==> src/rtl/pll_scan_pkg.sv <==
// Shared types for the PLL scan sequencer.
// Assumes: nothing beyond SystemVerilog 2017.
package pll_scan_pkg;

    // Sequencer states, in the order the handshake visits them.
    typedef enum logic [2:0] {
        ST_IDLE      = 3'd0,
        ST_LEAD      = 3'd1,
        ST_SHIFT     = 3'd2,
        ST_GAP       = 3'd3,
        ST_UPDATE    = 3'd4,
        ST_WAIT_RISE = 3'd5,
        ST_WAIT_FALL = 3'd6,
        ST_RESET     = 3'd7
    } seq_state_t;

endpackage

==> src/rtl/scan_shift_reg.sv <==
// Holds a copy of the configuration image and presents it one bit at a
// time, bit 0 first. It counts the bits advanced and flags the last one
// for the chain length latched at load.
// Assumes: load and advance are never high together.
module scan_shift_reg #(
    parameter int LONG_LEN  = 234,
    parameter int SHORT_LEN = 180
) (
    input  logic                clk,
    input  logic                rst_n,
    input  logic                load,
    input  logic                advance,
    input  logic [LONG_LEN-1:0] image,
    input  logic                long_sel,
    output logic                bit_out,
    output logic                last_bit
);
    localparam int CNT_W = $clog2(LONG_LEN);
    localparam logic [CNT_W-1:0] LAST_LONG  = CNT_W'(LONG_LEN - 1);
    localparam logic [CNT_W-1:0] LAST_SHORT = CNT_W'(SHORT_LEN - 1);

    logic [LONG_LEN-1:0] sreg;
    logic [CNT_W-1:0]    cnt;
    logic                long_q;
    logic [CNT_W-1:0]    end_idx;

    // Load the image on request, otherwise shift right and count.
    always_ff @(posedge clk) begin
        if (!rst_n) begin
            sreg   <= '0;
            cnt    <= '0;
            long_q <= 1'b0;
        end else if (load) begin
            sreg   <= image;
            cnt    <= '0;
            long_q <= long_sel;
        end else if (advance) begin
            sreg <= {1'b0, sreg[LONG_LEN-1:1]};
            cnt  <= cnt + 1'b1;
        end
    end

    // Choose the final bit index; a single-length build needs no mux.
    generate
        if (SHORT_LEN == LONG_LEN) begin : g_one_len
            assign end_idx = LAST_LONG;
        end else begin : g_two_len
            assign end_idx = long_q ? LAST_LONG : LAST_SHORT;
        end
    endgenerate

    assign bit_out  = sreg[0];
    assign last_bit = (cnt == end_idx);

endmodule

==> src/rtl/wait_timer.sv <==
// Counts the cycles spent waiting for an event and flags expiry once
// LIMIT cycles have passed since the last clear.
// Assumes: LIMIT >= 2.
module wait_timer #(
    parameter int LIMIT = 64
) (
    input  logic clk,
    input  logic rst_n,
    input  logic clr,
    output logic expired
);
    localparam int W = $clog2(LIMIT + 1);
    localparam logic [W-1:0] LAST = W'(LIMIT - 1);

    logic [W-1:0] cnt;

    // Count up while not cleared, holding at the expiry value.
    always_ff @(posedge clk) begin
        if (!rst_n || clr) begin
            cnt <= '0;
        end else if (!expired) begin
            cnt <= cnt + 1'b1;
        end
    end

    assign expired = (cnt == LAST);

endmodule

==> src/rtl/done_edge_detect.sv <==
// Registers the PLL done line and reports its rising and falling edges
// in the cycle the new level is first seen.
// Assumes: done_in is synchronous to clk.
module done_edge_detect (
    input  logic clk,
    input  logic rst_n,
    input  logic done_in,
    output logic rise,
    output logic fall
);
    logic done_q;

    // Keep last cycle's level for edge comparison.
    always_ff @(posedge clk) begin
        if (!rst_n) done_q <= 1'b0;
        else        done_q <= done_in;
    end

    assign rise = done_in & ~done_q;
    assign fall = ~done_in & done_q;

endmodule

==> src/rtl/pll_scan_sequencer.sv <==
// Top of the PLL scan sequencer. It accepts a start in idle, shifts the
// image after one enable lead cycle and leaves one idle cycle before a
// one-cycle update strobe. It then follows the done line's rise and fall,
// each under a timeout, and optionally pulses the PLL reset before
// reporting completion.
// Assumes: the PLL raises done no earlier than one cycle after the update.
module pll_scan_sequencer
    import pll_scan_pkg::*;
#(
    parameter int LONG_LEN   = 234,
    parameter int SHORT_LEN  = 180,
    parameter int RST_CYCLES = 4,
    parameter int WAIT_LIMIT = 64
) (
    input  logic                clk,
    input  logic                rst_n,
    input  logic                start,
    input  logic [LONG_LEN-1:0] cfg_image,
    input  logic                long_chain,
    input  logic                loop_changed,
    input  logic                pll_done,
    output logic                scan_data,
    output logic                scan_en,
    output logic                cfg_update,
    output logic                pll_reset,
    output logic                busy,
    output logic                seq_done,
    output logic                timeout_err
);
    localparam int RW = $clog2(RST_CYCLES + 1);
    localparam logic [RW-1:0] RST_LAST = RW'(RST_CYCLES - 1);

    seq_state_t    state;
    logic          accept;
    logic          bit_out, last_bit;
    logic          d_rise, d_fall;
    logic          waiting, tmr_clr, tmr_expired;
    logic          chg_q, done_p, err_q;
    logic [RW-1:0] rst_cnt;

    assign accept  = start && (state == ST_IDLE);
    assign waiting = (state == ST_WAIT_RISE) || (state == ST_WAIT_FALL);
    assign tmr_clr = !waiting || ((state == ST_WAIT_RISE) && d_rise);

    scan_shift_reg #(
        .LONG_LEN  (LONG_LEN),
        .SHORT_LEN (SHORT_LEN)
    ) u_shift (
        .clk      (clk),
        .rst_n    (rst_n),
        .load     (accept),
        .advance  (state == ST_SHIFT),
        .image    (cfg_image),
        .long_sel (long_chain),
        .bit_out  (bit_out),
        .last_bit (last_bit)
    );

    wait_timer #(
        .LIMIT (WAIT_LIMIT)
    ) u_timer (
        .clk     (clk),
        .rst_n   (rst_n),
        .clr     (tmr_clr),
        .expired (tmr_expired)
    );

    done_edge_detect u_edge (
        .clk     (clk),
        .rst_n   (rst_n),
        .done_in (pll_done),
        .rise    (d_rise),
        .fall    (d_fall)
    );

    // Step the handshake and keep the completion, error and reset flags.
    always_ff @(posedge clk) begin
        if (!rst_n) begin
            state   <= ST_IDLE;
            chg_q   <= 1'b0;
            done_p  <= 1'b0;
            err_q   <= 1'b0;
            rst_cnt <= '0;
        end else begin
            done_p <= 1'b0;
            case (state)
                ST_IDLE: begin
                    if (accept) begin
                        state <= ST_LEAD;
                        chg_q <= loop_changed;
                        err_q <= 1'b0;
                    end
                end
                ST_LEAD:   state <= ST_SHIFT;
                ST_SHIFT:  if (last_bit) state <= ST_GAP;
                ST_GAP:    state <= ST_UPDATE;
                ST_UPDATE: state <= ST_WAIT_RISE;
                ST_WAIT_RISE: begin
                    if (d_rise) begin
                        state <= ST_WAIT_FALL;
                    end else if (tmr_expired) begin
                        state <= ST_IDLE;
                        err_q <= 1'b1;
                    end
                end
                ST_WAIT_FALL: begin
                    if (d_fall) begin
                        if (chg_q) begin
                            state <= ST_RESET;
                        end else begin
                            state  <= ST_IDLE;
                            done_p <= 1'b1;
                        end
                    end else if (tmr_expired) begin
                        state <= ST_IDLE;
                        err_q <= 1'b1;
                    end
                end
                ST_RESET: begin
                    if (rst_cnt == RST_LAST) begin
                        state  <= ST_IDLE;
                        done_p <= 1'b1;
                    end
                end
                default: state <= ST_IDLE;
            endcase

            // Reset-length counter runs only inside the reset state.
            if (state == ST_RESET) rst_cnt <= rst_cnt + 1'b1;
            else                   rst_cnt <= '0;
        end
    end

    // Decode the port levels from the current state.
    always_comb begin
        scan_en     = (state == ST_LEAD) || (state == ST_SHIFT);
        scan_data   = scan_en && bit_out;
        cfg_update  = (state == ST_UPDATE);
        pll_reset   = (state == ST_RESET);
        busy        = (state != ST_IDLE);
        seq_done    = done_p;
        timeout_err = err_q;
    end

endmodule

==> config.mk <==
export PLATFORM = sky130hd
export DESIGN_NAME = pll_scan_sequencer
export DESIGN_NICKNAME = d
export VERILOG_FILES = /design/src/rtl/pll_scan_pkg.sv /design/src/rtl/scan_shift_reg.sv /design/src/rtl/wait_timer.sv /design/src/rtl/done_edge_detect.sv /design/src/rtl/pll_scan_sequencer.sv
export SDC_FILE = /design/constraint.sdc
export NUM_CORES = 1
export LEC_CHECK = 0
export ABC_AREA = 1
export BUFFER_PORTS_ARGS = -buffer_cell sky130_fd_sc_hd__buf_2
export CORE_MARGIN = 4
export CORE_UTILIZATION = 35
export CTS_CLUSTER_SIZE = 28
export DETAILED_ROUTE_END_ITERATION = 6
export GPL_TIMING_DRIVEN = 0
export SYNTH_ARGS = -nofsm -noshare
export SYNTH_HDL_FRONTEND = slang
export SYNTH_SLANG_ARGS = --single-unit
==> constraint.sdc <==
create_clock -name clk -period 2 [get_ports clk]
set_input_delay 0.1 -clock clk [delete_from_list [all_inputs] [get_ports clk]]
set_output_delay 0.1 -clock clk [all_outputs]
set_load 0.05 [all_outputs]
==> results of run 1 <==
[final cells by class]
cell class                      count  area, um2
Timing Repair Buffer              484       3621
Multi-Input combinational cell   1069       4785
Buffer                            104      644.4
Clock inverter                     11      111.4
Tap cell                          390      488.0
Fill cell                        2845      14120
Inverter                           40      150.1
Antenna cell                        1      2.502
Sequential cell                   260       5205
Clock buffer                       42      824.5
[synth_stat cells (7+ instances only)]
master                     count  share of area
sky130_fd_sc_hd__nand2_1     750           0.26
sky130_fd_sc_hd__dfxtp_1     260           0.48
sky130_fd_sc_hd__a31oi_1     235           0.14
sky130_fd_sc_hd__buf_2        50          0.023
sky130_fd_sc_hd__inv_1        37          0.013
sky130_fd_sc_hd__clkbuf_1     30          0.010
sky130_fd_sc_hd__nor2_1       24         0.0084
sky130_fd_sc_hd__a21oi_1      16         0.0075
sky130_fd_sc_hd__buf_6        15          0.016
sky130_fd_sc_hd__nand3_1       9         0.0042
sky130_fd_sc_hd__nor3_1        7         0.0033
sky130_fd_sc_hd__o21ai_0       7         0.0033
[critical path, delay by kind of cell (launching register included)]
family	cells	cell delay, ns
buf+inv	1	0.22
flops	1	0.49
simple gates	3	0.53
[what timing repair did]
item / 4_1_cts / 5_1_grt
setup endpoints to repair: 5 / 107
hold endpoints to repair: 240 / 0
buffers inserted: 0 / 0
pin swaps: 0 / 1
resized for setup: 1 / 15
hold buffers: 239 / 0
[power groups by stage]
stage	Sequential (uW)	Clock (uW)	Combinational, uW
after floorplan	6870	0	4160
after global placement	6990	0	5570
after detailed placement	6990	0	5630
after CTS	6910	5390	6010
after global routing	7050	5610	6810
final	6930	5240	6080
[logic make-up after synthesis]
logic type      after synthesis  synth area share
compound gates              261            0.1495
xor+xnor                      4          0.003261
fa+ha+maj                     4          0.004658
buf+inv                     145           0.07115
flops                       260            0.4845
simple gates                800            0.2869
[path summary, 6_finish.rpt]
check,cells past startpoint,slack [ns],startpoint,end
max,4,0.12,state[0]$_SDFFE_PN0P_,scan_data
min,5,0.10,start,state[0]$_SDFFE_PN0P_
max reg2reg,8,0.18,state[2]$_SDFFE_PN0P_,u_shift.sreg[166]$_SDFFE_PN0P_
min reg2reg,1,0.43,rst_cnt[0]$_SDFF_PN0_,rst_cnt[0]$_SDFF_PN0_
[flip-flops by register name, summed over array words and instances, names as in the netlist]
| signal | flops |
|---|---|
| u_shift.long_q | 1 |
| state | 3 |
| u_timer.cnt | 7 |
| seq_done | 1 |
| rst_cnt | 3 |
| u_edge.done_q | 1 |
| chg_q | 1 |
| timeout_err | 1 |
| u_shift.cnt | 8 |
| u_shift.sreg | 234 |
[through the flow]
stage	worst slack, ns	TNS (ns)	instance area, um2
final	0.1230	0	15830
after floorplan	0.1318	0	10750
after global routing	-0.009057	-0.01103	15830
after CTS	0.04582	0	15790
after global placement	0.04081	0	12460
after detailed placement	0.02222	0	12460
[metal layers]
| metal | vias up | track usage | wire length [um] |
|---|---|---|---|
| met1 | 5295 | 0.2509 | 14840 |
| met3 | 62 | 0.03193 | 2146 |
| met4 | 0 | 0.05185 | 801 |
| met5 | - | 0 | 0 |
| li1 | 5879 | - | - |
| met2 | 376 | 0.3044 | 14740 |
==> impl_metrics.toml, run 1 <==
[floorplan]
io_pins = 247
placementRows = 63
design.core.area_um2 = 29950
die_area_um2 = 33560
die_w_um = 183.2
initial_core_util = 0.3587
die_y_um = 183.2

[clocking]
tritoncts = "done"
clock-root-buffer = "sky130_fd_sc_hd__clkbuf_16"
skew_pair_late_insertion_delay_ns = 0.54
htree_levels = 1
cts.sink_count = 260
cts_buffers = 29
max-clock-path-buffers = 3
cts.reportedPaths.clkPinSlew_ns = 0.05

[pwr]
total_power_uw = 18250
switching_share = 0.3541
combinationalPowerShare = 0.333
cell_internal_pwr_uw = 11790
irDropWorstVdd_mv = 0.6579
p_leak_uw = 0.006257
pwr-share-clk = 0.287
powerDensity_nw_per_um2 = 1153
power.switching_uw = 6460
seqPwrFrac = 0.380

[routing]
via_count = 11612
final_antenna_net_count = 0
drt-wirelength-per-cell_um = 13.55
routed_via_density = 4.836
length_of_the_first_detailed_routing_pass_in_iterations = 5
drc = 0
detail_route.iter0.violations = 676
totalWireLength_mm = 32.53

[yosys]
synth_enable_flop_cells = 0
postSynthAreaPerCell_um2 = 7.289
ys_seq_area_frac = 0.4845
synth.cell_area_um2 = 10740
synth_ff_type = "sky130_fd_sc_hd__dfxtp_1"
syn-instance-count = 1474
syn-num-nets = 1718
yosys.cell_types.count = 29
postSynth.asyncResetShare = 0
yosys_register_bits = 260
synth-warning-count = 0

[setup_path]
worstSetupEndpointType = "output pin"
cp.required_ns = 1.90
worst_ep_arrival_time_ns = 1.78
critPathMaxStageDelay_ns = 0.49
worst_path_max_delay_cell = "sky130_fd_sc_hd__dfxtp_1"
worstPathCellList = "nor2_4, nor3_2, and2_1, clkbuf_4"
critical_path_peak_fanout = 6
critPathKind = "flop to output pin"
timing.critical_path.from_type = "flop"

[global_routing]
largest_net_degree_at_the_start_of_global_routing = 15
initial_antenna_violation_count = 0
first_pass_grt_wire_length_mm = 53.35
via_count_of_the_first_global_routing_pass = 11058
leftover_overflow_at_the_end_of_global_routing = 0
track_usage = 0.1848

[placed_design]
portBuffers = 245
hpwl_mm = 20.49
place_inst = 2109
gp_routability_congestion = 0.8353

[timing]
fmaxAchievable_mhz = 532.8
finalHoldWorstSlack_ns = 0.1032
timing.final.hold_violations = 0
setup-violations-final = 0
post-route-min-period_ns = 1.877
final-max-slew-violation-count = 0
max-slew-margin-rel = 0.6473
finalClockSkew_ns = 0.01246
final.period_utilization = 0.9385
actual_slew_at_the_worst_max_slew_pin_ns = 0.5290
rsz_0062_raised_after_global_routing = "yes"

[outcome]
run_status = "finished clean"

[cells_and_area]
finalCoreUtilization = 0.5285
syn2layout_area_growth_pct = 47.35
number_of_nets_at_the_end_of_the_flow = 2232
drive_gt1_frac = 0.1856
final_cell_count_without_fillers = 2401
final_common_cell = "sky130_fd_sc_hd__nand2_1"
layout_common_cells = "748 x sky130_fd_sc_hd__nand2_1, 282 x sky130_fd_sc_hd__buf_2, 260 x sky130_fd_sc_hd__dfxtp_1"

[min_path]
min_path_type = "primary input to flop"

[flow_run]
maxcap_violations = 0
No activity file was read; power rests on OpenSTA's default activity.
==> run 2: changes to the inputs <==
- CORE_ASPECT_RATIO: unset -> 0.8
==> run 2 against run 1 <==
Effect of this change:
- clock power up 1%
- utilization down 0.58 points
- register-to-register slack got worse by 0.06 ns
- first-iteration DRC count up 26%
- critical path depth up 4
- wire length grew 2.4%
- combinational power is essentially flat
- setup slack lost 0.0023 ns
- critical path type is now flop to flop
- clock-buffer cell count increased by 4
- die area barely moved
==> impl_metrics.toml, run 2 (synthesized netlist as in run 1, its figures left out) <==
[timing]
final-max-slew-violation-count = 0
post-route-min-period_ns = 1.879
rsz_0062_raised_after_global_routing = "yes"
final.period_utilization = 0.9396
finalClockSkew_ns = 0.03384
fmaxAchievable_mhz = 532.1
max-slew-margin-rel = 0.6460
finalHoldWorstSlack_ns = 0.06654
timing.final.hold_violations = 0
setup-violations-final = 0
actual_slew_at_the_worst_max_slew_pin_ns = 0.5309
setup_total_negative_slack_ns = 0

[pwr]
powerDensity_nw_per_um2 = 1155
switching_share = 0.3549
cell_internal_pwr_uw = 11800
pwr-share-clk = 0.289
irDropWorstVdd_mv = 0.5337
seqPwrFrac = 0.379
power.switching_uw = 6493
combinationalPowerShare = 0.332
p_leak_uw = 0.006257

[min_path]
min_path_type = "primary input to flop"

[clocking]
clock-root-buffer = "sky130_fd_sc_hd__clkbuf_16"
tritoncts = "done"
cts_post_setup_buffers_inserted = 0
cts.reportedPaths.clkPinSlew_ns = 0.06
max-clock-path-buffers = 3
skew_pair_late_insertion_delay_ns = 0.54
cts.sink_count = 260
htree_levels = 1
cts_buffers = 29

[global_routing]
initial_antenna_violation_count = 1
leftover_overflow_at_the_end_of_global_routing = 0
track_usage = 0.1883
via_count_of_the_first_global_routing_pass = 10969
first_pass_grt_wire_length_mm = 53.76
largest_net_degree_at_the_start_of_global_routing = 14

[setup_path]
worstPathCellList = "buf_2, nor2_2, nand2_2, inv_2, buf_2, buf_2, nand2_1, a31oi_1"
path_buf_inv = 4
worstSetupEndpointType = "flop"
critPathMaxStageDelay_ns = 0.32
timing.critical_path.from_type = "flop"
cp.required_ns = 2.43
critPathKind = "flop to flop"
worst_ep_arrival_time_ns = 2.31
cp_common_cell = "sky130_fd_sc_hd__buf_2"
critical_path_peak_fanout = 10
crit_family = "buffers and inverters"
worst_path_max_delay_cell = "sky130_fd_sc_hd__buf_2"

[placed_design]
hpwl_mm = 20.85
portBuffers = 245
gp_routability_congestion = 0.8078

[routing]
detail_route.iter0.violations = 850
drt-wirelength-per-cell_um = 13.74
routed_via_density = 4.787
totalWireLength_mm = 33.31
drc = 0
final_antenna_net_count = 0
via_count = 11604
length_of_the_first_detailed_routing_pass_in_iterations = 5

[floorplan]
initial_core_util = 0.3545
die_w_um = 203.9
die_y_um = 164.7
design.core.area_um2 = 30310
die_area_um2 = 33580
io_pins = 247
placementRows = 57

[cells_and_area]
drive_gt1_frac = 0.1861
number_of_nets_at_the_end_of_the_flow = 2232
final_common_cell = "sky130_fd_sc_hd__nand2_1"
layout_common_cells = "748 x sky130_fd_sc_hd__nand2_1, 295 x sky130_fd_sc_hd__buf_2, 258 x sky130_fd_sc_hd__dfxtp_1"
regs_by_ff_count = "u_shift.sreg x234, u_shift.cnt x8, u_timer.cnt x7"
syn2layout_area_growth_pct = 47.47
largest-register = "u_shift.sreg"
flip_flop_count_of_the_largest_register_all_copies_and_words_added = 234

[outcome]
run_status = "finished clean"

[flow_run]
maxcap_violations = 0
-- run 2: cell types whose count changed in the layout (fill, tap and decap cells not counted), sizes merged --
cell,previous run,this run
buf,307,320
clkinv,7,4
clkinvlp,1,0
clkbuf,84,75
-- run 2: area by class of cell --
| class | count | area [um2] |
|---|---|---|
| clock buffers | 46 | 859.6 |
| inverters | 40 | 150.1 |
| fillers | 2850 | 14470 |
| diodes | 1 | 2.502 |
| clock inverters | 7 | 88.84 |
| plain buffers | 104 | 615.6 |
| multi-input cells | 1069 | 4785 |
| well taps | 413 | 516.7 |
| flip-flops and latches | 260 | 5207 |
| repair buffers | 484 | 3618 |
-- run 2: worst min-delay path: cells and delay by family --
kind            cells  cell delay, ns
buf+inv             2            0.25
simple gates        2            0.18
compound gates      1            0.04
-- run 2: timing repair --
item / in CTS / in global routing
endpoints found under the hold margin: 240 / 0
pin swaps: 0 / 1
gates resized for setup: 1 / 6
hold buffers: 239 / 0
endpoints found under the setup margin: 2 / 108
-- run 2: final timing paths --
path,start,to,slack (ns),cells after the start
setup / recovery,state[2]$_SDFFE_PN0P_,u_shift.sreg[4]$_SDFFE_PN0P_,0.12,8
hold / removal,start,state[0]$_SDFFE_PN0P_,0.07,5
setup reg to reg,state[2]$_SDFFE_PN0P_,u_shift.sreg[4]$_SDFFE_PN0P_,0.12,8
hold reg to reg,rst_cnt[0]$_SDFF_PN0_,rst_cnt[0]$_SDFF_PN0_,0.43,1
-- run 2: stage by stage --
step / std cells / setup slack, ns / cell area, um2 / power [uW] / util
floorplan: 1474 / 0.1318 / 10750 / 11030 / -
global placement: 2132 / 0.02298 / 12490 / 12580 / 0.4121
detailed placement: 2132 / -0.005791 / 12490 / 12640 / 0.4121
CTS: 2424 / 0.005445 / 15840 / 18370 / 0.5224
global route: 2424 / -0.01518 / 15840 / 19470 / 0.5227
finish: 2424 / 0.1207 / 15840 / 18300 / 0.5227
-- run 2: routing by layer --
layer  part of all wire  vias up  GRT usage
li1                   -     5883          -
met5                  0        -          0
met2               0.44      357     0.3043
met4              0.021        0    0.04597
met3              0.055       55    0.02827
met1               0.48     5309     0.2665
-- run 2: power by group through the flow --
stage | logic, uW | clock network (uW) | registers (uW)
detailed placement | 5640 | 0 | 7000
CTS | 6020 | 5430 | 6920
finish | 6070 | 5290 | 6940
floorplan | 4160 | 0 | 6870
global placement | 5590 | 0 | 6980
global route | 6780 | 5630 | 7060
==> run 3: changes to the inputs <==
- CORE_UTILIZATION: 35 -> 40
==> run 3 against run 2 <==
Effect of this change:
- global-route usage is 2.4 points higher
- via count is 0.34% lower
- power is 3.5% lower
- register-to-register slack better by 0.06 ns
- clock power is 12% lower
- non-clock buffer count is 1 higher
- worst hold slack better by 0.011 ns
- critical path depth stayed put
- critical path type unchanged
- highest routed layer unchanged
==> impl_metrics.toml, run 3 (synthesized netlist as in run 1, its figures left out) <==
[global_routing]
initial_antenna_violation_count = 0
track_usage = 0.2127
via_count_of_the_first_global_routing_pass = 10942
leftover_overflow_at_the_end_of_global_routing = 0
largest_net_degree_at_the_start_of_global_routing = 13
first_pass_grt_wire_length_mm = 53.32

[timing]
max-slew-margin-rel = 0.5791
timing.final.hold_violations = 0
final.period_utilization = 0.9112
finalClockSkew_ns = 0.01035
post-route-min-period_ns = 1.822
setup-violations-final = 0
actual_slew_at_the_worst_max_slew_pin_ns = 0.6313
fmaxAchievable_mhz = 548.7
rsz_0062_raised_after_global_routing = "no"
final-max-slew-violation-count = 0
final.setup.worst_slack_ns = 0.1776

[placed_design]
hpwl_mm = 20.35
gp_routability_congestion = 0.8170
place_inst = 2076
pre_cts_ws_ns = 0.007601
portBuffers = 245

[routing]
length_of_the_first_detailed_routing_pass_in_iterations = 5
via_count = 11565
detail_route.iter0.violations = 695
drc = 0
drt-wirelength-per-cell_um = 13.90
totalWireLength_mm = 32.80
final_antenna_net_count = 0
routed_via_density = 4.900

[floorplan]
die_area_um2 = 29560
initial_core_util = 0.4071
design.core.area_um2 = 26390
placementRows = 53
io_pins = 247
die_y_um = 154.6
die_w_um = 191.2

[setup_path]
worstSetupEndpointType = "flop"
critPathKind = "flop to flop"
worst_ep_arrival_time_ns = 2.24
critical_path_peak_fanout = 10
timing.critical_path.from_type = "flop"
cp.required_ns = 2.42
worst-r2r-setup-slack_ns = 0.18

[cells_and_area]
drive_gt1_frac = 0.1837
regs_by_ff_count = "u_shift.sreg x234, u_shift.cnt x8, u_timer.cnt x7"
final_cell_count_without_fillers = 2360
final_common_cell = "sky130_fd_sc_hd__nand2_1"
largest-register = "u_shift.sreg"
number_of_nets_at_the_end_of_the_flow = 2231
syn2layout_area_growth_pct = 45.69
layout_common_cells = "748 x sky130_fd_sc_hd__nand2_1, 290 x sky130_fd_sc_hd__buf_2, 259 x sky130_fd_sc_hd__dfxtp_1"
antennaDiodeCount = 0
flip_flop_count_of_the_largest_register_all_copies_and_words_added = 234

[clocking]
cts_buffers = 27
htree_levels = 1
max-clock-path-buffers = 3
cts.reportedPaths.clkPinSlew_ns = 0.06
clock-root-buffer = "sky130_fd_sc_hd__clkbuf_16"
tritoncts = "done"
skew_pair_late_insertion_delay_ns = 0.51
cts_post_setup_buffers_inserted = 0
cts.sink_count = 260

[outcome]
run_status = "finished clean"

[pwr]
p_leak_uw = 0.006192
powerDensity_nw_per_um2 = 1129
irDropWorstVdd_mv = 0.6406

[min_path]
min_path_type = "primary input to flop"

[flow_run]
maxcap_violations = 0
run 3: cell types whose count changed in the layout (fill, tap and decap cells not counted), moves of 2 or more:
| cell | before | now |
|---|---|---|
| sky130_fd_sc_hd__clkbuf_4 | 0 | 5 |
| sky130_fd_sc_hd__buf_1 | 4 | 2 |
| sky130_fd_sc_hd__clkinv_2 | 4 | 2 |
| sky130_fd_sc_hd__clkbuf_2 | 1 | 3 |
| sky130_fd_sc_hd__bufinv_16 | 2 | 0 |
| sky130_fd_sc_hd__clkbuf_16 | 29 | 27 |
| sky130_fd_sc_hd__buf_2 | 295 | 290 |
run 3: area by class of cell:
type | instances | area (um2)
fillers | 2423 | 10740
repair buffers | 484 | 3618
clock inverters | 2 | 10.01
multi-input cells | 1069 | 4791
flip-flops and latches | 260 | 5206
well taps | 357 | 446.7
inverters | 40 | 150.1
plain buffers | 105 | 634.4
clock buffers | 43 | 795.8
run 3: critical path, stage by stage, from the launching register on:
cell,delay (ns)
sky130_fd_sc_hd__dfxtp_1,0.30
sky130_fd_sc_hd__buf_2,0.17
sky130_fd_sc_hd__nor2_2,0.15
sky130_fd_sc_hd__nand2_2,0.13
sky130_fd_sc_hd__inv_2,0.18
sky130_fd_sc_hd__clkbuf_4,0.27
sky130_fd_sc_hd__clkbuf_4,0.23
sky130_fd_sc_hd__nand2_1,0.09
sky130_fd_sc_hd__a31oi_1,0.21
run 3: final timing paths:
kind,startpoint,end,cells after the start
max,state[2]$_SDFFE_PN0P_,u_shift.sreg[200]$_SDFFE_PN0P_,8
min,rst_n,state[0]$_SDFFE_PN0P_,3
max reg2reg,state[2]$_SDFFE_PN0P_,u_shift.sreg[200]$_SDFFE_PN0P_,8
min reg2reg,rst_cnt[0]$_SDFF_PN0_,rst_cnt[0]$_SDFF_PN0_,1
run 3: through the flow:
step	instance area [um2]	setup TNS [ns]	total power (uW)	util	hold slack [ns]
floorplan	10750	0	11030	-	0.1935
finish	15650	0	17670	0.5931	0.07791
detailed placement	12420	0	12610	0.4707	0.3396
CTS	15620	0	17690	0.5919	0.03294
global route	15650	0	18870	0.5931	0.08104
global placement	12420	-0.02854	12560	0.4707	0.3392
run 3: power breakdown:
part           leakage, uW  internal (uW)  total (uW)  switching [uW]
clock             0.000395           2690        4670            1970
combinational      0.00367           2310        6070            3750
sequential         0.00213           6330        6930             597
run 3: metal layers:
metal,part of all wire,wire [um],vias up,GRT usage
li1,-,-,5863,-
met1,0.48,15790,5266,0.3067
met2,0.43,14230,368,0.3301
met3,0.060,1960,68,0.03745
met4,0.025,822,0,0.05607
met5,0,0,-,0
run 3: timing repair:
action,in CTS,in global routing
hold buffers,239,0
gates cloned,0,0
resized for setup,1,13
pin swaps,0,1
endpoints found under the hold margin,239,0
endpoints found under the setup margin,1,29
